--- config.mk ---
export PLATFORM = sky130hd
export DESIGN_NAME = macroOpAluLane
export DESIGN_NICKNAME = d
export VERILOG_FILES = /design/src/rtl/laneAluPkg.sv /design/src/rtl/laneCtrl.sv /design/src/rtl/laneDatapath.sv /design/src/rtl/macroOpAluLane.sv
export SDC_FILE = /design/constraint.sdc
export NUM_CORES = 1
export LEC_CHECK = 0
export BUFFER_PORTS_ARGS = -buffer_cell sky130_fd_sc_hd__buf_2
export CORE_MARGIN = 2
export CORE_UTILIZATION = 50
export CTS_CLUSTER_DIAMETER = 120
export CTS_CLUSTER_SIZE = 14
export DETAILED_ROUTE_END_ITERATION = 8
export GPL_ROUTABILITY_DRIVEN = 0
export PLACE_DENSITY_LB_ADDON = 0.3
export SLEW_MARGIN = 20
export SYNTH_ARGS = -nofsm -noshare
export SYNTH_HDL_FRONTEND = slang
export SYNTH_SLANG_ARGS = --single-unit
--- constraint.sdc ---
create_clock -name clk -period 10.74 [get_ports clk]
set_input_delay 2.148 -clock clk [delete_from_list [all_inputs] [get_ports clk]]
set_output_delay 2.148 -clock clk [all_outputs]
set_load 0.03 [all_outputs]
--- src/rtl/laneAluPkg.sv ---
package laneAluPkg;

  localparam logic [2:0] OP_ADD = 3'd0;
  localparam logic [2:0] OP_SUB = 3'd1;
  localparam logic [2:0] OP_AND = 3'd2;
  localparam logic [2:0] OP_OR  = 3'd3;
  localparam logic [2:0] OP_XOR = 3'd4;
  localparam logic [2:0] OP_BRZ = 3'd5;
  localparam logic [2:0] OP_BRNZ = 3'd6;

  localparam logic [1:0] SEL_SRCA = 2'd0;
  localparam logic [1:0] SEL_SRCB = 2'd1;
  localparam logic [1:0] SEL_IMM  = 2'd2;
  localparam logic [1:0] SEL_ZERO = 2'd3;

  typedef struct packed {
    logic       valid;
    logic       headLegal;
    logic [2:0] headFn;
    logic       headUseImm;
    logic       tailAlu;
    logic       tailBranch;
    logic       brOnZero;
    logic [2:0] tailFn;
    logic [1:0] otherSel;
    logic       arithPair;
    logic       headSub;
    logic       tailSub;
    logic       headWe;
    logic       tailWe;
  } laneStrobes_t;

endpackage

--- src/rtl/laneCtrl.sv ---
module laneCtrl
  import laneAluPkg::*;
(
  input  logic         inValid,
  input  logic [2:0]   headOp,
  input  logic [2:0]   tailOp,
  input  logic         hasTail,
  input  logic [1:0]   tailSel,
  input  logic         headImmSel,
  input  logic         headWrReq,
  input  logic         tailWrReq,
  output laneStrobes_t strb
);

  logic headIsArith;
  logic tailIsArith;

  always_comb begin
    headIsArith = (headOp == OP_ADD) || (headOp == OP_SUB);
    tailIsArith = (tailOp == OP_ADD) || (tailOp == OP_SUB);

    strb            = '0;
    strb.valid      = inValid;
    strb.headLegal  = (headOp <= OP_XOR);
    strb.headFn     = headOp;
    strb.headUseImm = headImmSel;
    strb.tailAlu    = hasTail && (tailOp <= OP_XOR);
    strb.tailBranch = hasTail && ((tailOp == OP_BRZ) || (tailOp == OP_BRNZ));
    strb.brOnZero   = (tailOp == OP_BRZ);
    strb.tailFn     = tailOp;
    strb.otherSel   = tailSel;
    strb.arithPair  = headIsArith && hasTail && tailIsArith;
    strb.headSub    = (headOp == OP_SUB);
    strb.tailSub    = (tailOp == OP_SUB);
    strb.headWe     = inValid && headWrReq && (headOp <= OP_XOR);
    strb.tailWe     = inValid && tailWrReq && hasTail && (tailOp <= OP_XOR);
  end

endmodule

--- src/rtl/laneDatapath.sv ---
module laneDatapath
  import laneAluPkg::*;
#(
  parameter int W = 32
) (
  input  logic         clk,
  input  logic         rstN,
  input  laneStrobes_t strb,
  input  logic [W-1:0] srcA,
  input  logic [W-1:0] srcB,
  input  logic [W-1:0] imm,
  output logic         outValid,
  output logic [W-1:0] headResult,
  output logic         headWe,
  output logic [W-1:0] tailResult,
  output logic         tailWe,
  output logic         branchTaken
);

  localparam logic [W-1:0] ZERO_W = '0;

  function automatic logic [W-1:0] aluFn(input logic [2:0] fn,
                                         input logic [W-1:0] x,
                                         input logic [W-1:0] y);
    case (fn)
      OP_ADD:  return x + y;
      OP_SUB:  return x - y;
      OP_AND:  return x & y;
      OP_OR:   return x | y;
      OP_XOR:  return x ^ y;
      default: return ZERO_W;
    endcase
  endfunction

  // Head: plain two-input ALU
  logic [W-1:0] headB;
  logic [W-1:0] headVal;

  always_comb begin
    headB   = strb.headUseImm ? imm : srcB;
    headVal = aluFn(strb.headFn, srcA, headB);
  end

  // Tail: collapsed three-input unit, fed only by the original operands
  logic [W-1:0] other;
  logic [W-1:0] csaX, csaY, csaZ, csaSum, csaMaj, carryVec;
  logic [W-1:0] fusedArith;
  logic [W-1:0] localHead;
  logic [W-1:0] tailVal;
  logic         localZero;

  always_comb begin
    case (strb.otherSel)
      SEL_SRCA: other = srcA;
      SEL_SRCB: other = srcB;
      SEL_IMM:  other = imm;
      default:  other = ZERO_W;
    endcase

    // add/sub pair: a +/- b +/- c through a 3:2 compressor and one adder
    csaX       = srcA;
    csaY       = headB ^ {W{strb.headSub}};
    csaZ       = other ^ {W{strb.tailSub}};
    csaSum     = csaX ^ csaY ^ csaZ;
    csaMaj     = (csaX & csaY) | (csaX & csaZ) | (csaY & csaZ);
    carryVec   = {csaMaj[W-2:0], strb.headSub};
    fusedArith = csaSum + carryVec + {{(W-1){1'b0}}, strb.tailSub};

    // other pairs: local head function in front of the tail function
    localHead  = strb.headLegal ? aluFn(strb.headFn, srcA, headB) : ZERO_W;
    localZero  = (localHead == ZERO_W);
    tailVal    = strb.arithPair ? fusedArith : aluFn(strb.tailFn, localHead, other);
  end

  always_ff @(posedge clk) begin
    if (!rstN) begin
      outValid    <= 1'b0;
      headResult  <= '0;
      headWe      <= 1'b0;
      tailResult  <= '0;
      tailWe      <= 1'b0;
      branchTaken <= 1'b0;
    end else begin
      outValid    <= strb.valid;
      headResult  <= (strb.valid && strb.headLegal) ? headVal : ZERO_W;
      headWe      <= strb.headWe;
      tailResult  <= (strb.valid && strb.tailAlu) ? tailVal : ZERO_W;
      tailWe      <= strb.tailWe;
      branchTaken <= strb.valid && strb.tailBranch &&
                     (strb.brOnZero ? localZero : !localZero);
    end
  end

endmodule

--- src/rtl/macroOpAluLane.sv ---
module macroOpAluLane
  import laneAluPkg::*;
#(
  parameter int W = 32
) (
  input  logic         clk,
  input  logic         rstN,
  input  logic         inValid,
  input  logic [2:0]   headOp,
  input  logic [2:0]   tailOp,
  input  logic         hasTail,
  input  logic [1:0]   tailSel,
  input  logic         headImmSel,
  input  logic         headWrReq,
  input  logic         tailWrReq,
  input  logic [W-1:0] srcA,
  input  logic [W-1:0] srcB,
  input  logic [W-1:0] imm,
  output logic         outValid,
  output logic [W-1:0] headResult,
  output logic         headWe,
  output logic [W-1:0] tailResult,
  output logic         tailWe,
  output logic         branchTaken
);

  laneStrobes_t strb;

  laneCtrl uCtrl (
    .inValid   (inValid),
    .headOp    (headOp),
    .tailOp    (tailOp),
    .hasTail   (hasTail),
    .tailSel   (tailSel),
    .headImmSel(headImmSel),
    .headWrReq (headWrReq),
    .tailWrReq (tailWrReq),
    .strb      (strb)
  );

  laneDatapath #(.W(W)) uPath (
    .clk        (clk),
    .rstN       (rstN),
    .strb       (strb),
    .srcA       (srcA),
    .srcB       (srcB),
    .imm        (imm),
    .outValid   (outValid),
    .headResult (headResult),
    .headWe     (headWe),
    .tailResult (tailResult),
    .tailWe     (tailWe),
    .branchTaken(branchTaken)
  );

endmodule

## After elaboration in Yosys (flattened, before gate mapping)

Cells that the tools add are included.

| word-level totals | value |
|---|---|
| output and inout port bits | 68 |
| logic and storage cells | 71 |
| register bits after elaboration | 68 |

| cells by class | value |
|---|---|
| bitwise operators | 15 |
| reduce and logical (&&, ||, !) cells | 23 |
| $add $sub $neg | 6 |
| multiplexer cells | 7 |
| order comparisons | 2 |
| equality and inequality tests | 12 |

Operators with widths:

| cell | count |
|---|---|
| 32-bit one-hot mux with 5 select lines | 2 |
| 32-bit bitwise XOR | 6 |
| 32-bit adder | 3 |
| 32-bit two-way mux | 3 |
| 32-bit one-hot mux with 3 select lines | 1 |
| 31-bit bitwise AND | 3 |
| 32-bit bitwise AND | 2 |
| 32-bit OR | 2 |
| 32-bit subtractor | 2 |
| 31-bit OR | 2 |
| 32-bit by 1-bit adder with 32-bit output | 1 |
| 32-bit zero test | 1 |
| 1-bit logical AND | 13 |
| 3-bit by 2-bit equality test with 1-bit output, second input constant | 4 |
| 3-bit equality test, second input constant | 4 |
| 3-bit by 1-bit equality test with 1-bit output, second input constant | 2 |
| 3-bit less-or-equal comparator, second input constant | 2 |
| 3-bit zero test | 2 |
| 2-bit AND reduction | 2 |
| 1-bit logical OR | 3 |
| 2-bit by 1-bit equality test with 1-bit output, second input constant | 1 |
| 2-bit equality test, second input constant | 1 |
| 2-bit zero test | 1 |
| 1-bit zero test | 1 |
| 1-bit two-way mux | 1 |

## Depth between registers and ports, before layout

| depth | value |
|---|---|
| word-level depth | 9 |
| depth in mapped cells | 32 |

## Hierarchy

From an unflattened synthesis, not the netlist that was laid out.

| unflattened totals | value |
|---|---|
| cells, all modules | 1887 |
| area total of the unflattened synthesis | 14513.9 um^2 |

By module, submodules not included:

| module | seq. area each (um^2) | instances | area an instance (um^2) | cells an instance |
|---|---|---|---|---|
| laneDatapath | 1361.3 | 1 | 14355.0 | 1865 |
| laneCtrl | 0.0 | 1 | 158.9 | 22 |

## Worst setup path before layout

OpenSTA, ideal clock, no wires.

| path | value |
|---|---|
| path type | input -> register |
| from | in headImmSel |
| to | reg uPath.tailResult[28] |
| required time | 10.661 ns |
| stages | 28 |
| path buffers | 4 |
| library setup time | 0.079 ns |
| arrival time | 8.569 ns |
| setup slack | 2.092 ns |
| cells stage by stage | buf_6 buf_6 buf_2 buf_1 mux2i_1 ha_1 nand2_1 or2_2 nand2b_1 o21ai_0 xnor2_1 ha_1 nand3_1 o211ai_4 xnor2_1 a221oi_1 inv_1 ha_1 and3_1 nand3_1 nor3_1 nor3_1 o31ai_1 a211oi_1 o21ai_0 a31oi_1 or4b_2 o211ai_1 |

| between the ends | value |
|---|---|
| cells in the longest elaborated chain, start to end | 8 |
| elaborated cells between the ends (all ways) | 24 |
| those cells by class | add/sub (6); mux (5); bitwise (13) |

Ends and longest elaborated chain:

| element | RTL line | RTL |
|---|---|---|
| start, declared | macroOpAluLane.sv:13 | `input logic headImmSel,` |
| 32-bit two-way mux (*) | laneDatapath.sv:40 | `headB = strb.headUseImm ? imm : srcB;` |
| branches (longest 6 deep; another with 32-bit subtractor) | - |  |
| 32-bit two-way mux (*) | laneDatapath.sv:72 | `tailVal = strb.arithPair ? fusedArith : aluFn(strb.tailFn, localHead, other);` |
| end signal, assigned | laneDatapath.sv:87 | `tailResult <= (strb.valid && strb.tailAlu) ? tailVal : ZERO_W;` |
| end, declared | laneDatapath.sv:15 | `output logic [W-1:0] tailResult,` |

Mark *: on every way between the ends.
A chain may end at the register's enable or synchronous reset.

## Worst setup path in the final report

Same ends and word-level chain as after synthesis.

==> results.cfg <==
[yosys]
synth_most_common_cell = ha_1
async_flop_share_pct = 0
ys.warnings.count = 0
synth_common_cells = ha_1 (223), inv_1 (184), nor2_1 (160)
synth-seq-cells = 68
synth.area.top_cells = ha_1 (19%), xnor2_1 (9.5%), dfxtp_1 (9.5%)
mappedNetlistArea_sq_um = 14400
synth_edf_count = 0
ys_seq_area_share_pct = 9.46
synthCells = 1877
yosys_most_used_dff = dfxtp_1
avgSynthCellArea_sq_um = 7.67
synthDistinctLibCells = 87
yosysTopAreaCell = ha_1
synth_nets = 2246
yosysTopAreaCellShare_pct = 19.4

[global_route]
grt_pass1_vias = 14300
antenna_found_initial = 2
grt_max_degree = 43
grt_overflow_total = 0
grt_pass1_wl_um = 77300
gr-usage-all-layers_pct = 32.4

[sta]
fin_setup_tns_ns = 0
setup_ws_ns = 1.70
finalWorstPathRequiredPeriod_ns = 9.04
setup_viol = 0
whs_ns = 1.98
worstMarginPinSlew_ns = 0.995
slew_headroom_pct = 33.7
rsz0062_at_grt = no
finalHoldViolations = 0
fmaxAchievable_ghz = 0.111
drv_slew = 0
final.period_utilization_pct = 84.2

[clock_tree]
post-cts-setup-buffers = 0
cts_hold_buf = 0
clock_sinks = 68
ctsResizeCount = 0
cts_tree = done
cts_root_buf = clkbuf_16
cts-htree-levels = 3
clock_path_buffers = 2
clkTransAtPathRegs_ns = 0.06
cts_buffers = 9

[drt]
ant_nets = 0
drt_iter0_drc = 1521
wl_per_cell_um = 20.9
vias_per_cell = 6.19
routed_wl_um = 50200
first_pass_iters = 6
via_count = 14900
drcViolationCount = 0

[power]
ir_worst_vdd_v = 0.0000991
power_mw = 1.98
powerDensity_nw_per_um2 = 124
p_leak_nw = 7.66

[cells_and_area]
final-seq-area_sq_um = 1360
nFillCells = 2747
fin_nets = 2379
area_growth_pct = 10.6
fin_area_sq_um = 15900
multiInputGateArea_sq_um = 12000
drive_gt1_share_pct = 13.0

[placement]
dpl.hpwl_um = 39200
dp_slack_ns = 1.54
port-buffer-count = 178
place_area_sq_um = 15600

[die]
num_rows = 62
fp.dieH_um = 174
start_util_pct = 50.4
fp.coreArea_sq_um = 28500
die_area_sq_um = 30200
die_x_um = 174
io_pins = 179

[critical_path]
slowest_stage = a221oi_1
cp_num_buf_inv = 4
worst-path-max-fanout = 39
worstPathArrival_ns = 9.33
worst_setup_path_end_kind = flop
crit_required_ns = 11.03
criticalPathCategory = in2reg
start_kind = primary input
slowest_delay_ns = 0.66
crit_family = compound AO/OA/AOI/OAI gates

[run_status]
status = finished, final reports clean

[worst_hold_path]
worstHoldEndpoint = uPath.tailWe$_SDFF_PN0_
hold_path.class = in2reg
min_from = tailWrReq
hold_depth = 2

[job]
cap_violations = 0
[flip-flops by register name (all words and copies together) (netlist names)]
register           cells
uPath.outValid         1
uPath.branchTaken      1
uPath.tailResult      32
uPath.headResult      32
uPath.headWe           1
uPath.tailWe           1
[power by group]
part	internal, mW	switching, mW	total, mW
Clock	0.184	0.146	0.329
Sequential	0.261	0.00246	0.264
Combinational	0.536	0.850	1.39
[worst max path at each step]
stage	from	end	depth (start not counted)
after floorplan	headImmSel	uPath.tailResult[28]$_SDFF_PN0_	28
after global placement	headImmSel	uPath.tailResult[28]$_SDFF_PN0_	26
after detailed placement	headImmSel	uPath.tailResult[28]$_SDFF_PN0_	26
after CTS	headImmSel	uPath.tailResult[28]$_SDFF_PN0_	26
after global routing	headImmSel	uPath.tailResult[28]$_SDFF_PN0_	26
final	headImmSel	uPath.tailResult[28]$_SDFF_PN0_	26
[cells in the final DEF (no fill, tap or decap), types with 38 or more instances in the layout]
master,n
a21o_1,42
a21oi_1,125
a22oi_1,39
buf_2,178
dfxtp_1,68
ha_1,223
inv_1,183
mux2i_1,98
nand2_1,107
nor2_1,159
o21ai_0,79
o22ai_1,38
xnor2_1,156
[cells by family (layout without fill, tap and decap cells)]
| logic type | Yosys count | after routing | share of synthesized area (%) |
|---|---|---|---|
| AOI/OAI and AO/OA | 526 | 526 | 24.7 |
| buffers and inverters | 269 | 407 | 7.50 |
| adders and majority gates | 258 | 258 | 24.3 |
| muxes | 99 | 99 | 6.91 |
| and+or+nand+nor | 477 | 477 | 16.2 |
| other | 0 | 1 | 0 |
| DFF | 68 | 68 | 9.46 |
| xor gates and xnor gates | 180 | 180 | 11.0 |
[layer usage]
metal | vias up | global-route usage (%) | wire [um]
met2 | 826 | 49.8 | 21000
met3 | 147 | 7.57 | 5700
li1 | 6956 | - | -
met5 | - | 0 | 11
met4 | 2 | 14.6 | 2320
met1 | 6921 | 43.1 | 21100
[stage by stage]
step / utilization (%) / instances
2_1_floorplan: - / 1877
3_3_place_gp: 54.7 / 2383
3_5_place_dp: 54.7 / 2383
4_1_cts: 55.7 / 2399
5_1_grt: 55.7 / 2399
6_report: 55.7 / 2400
[final cells by class]
class	count	area share [%]
Sequential cell	68	8.55
Inverter	189	4.46
Antenna cell	1	0.0157
Clock buffer	9	1.42
Timing Repair Buffer	202	6.73
Clock inverter	7	0.519
Tap cell	384	3.02
Multi-Input combinational cell	1540	75.3
No activity file was read; power rests on OpenSTA's default activity.
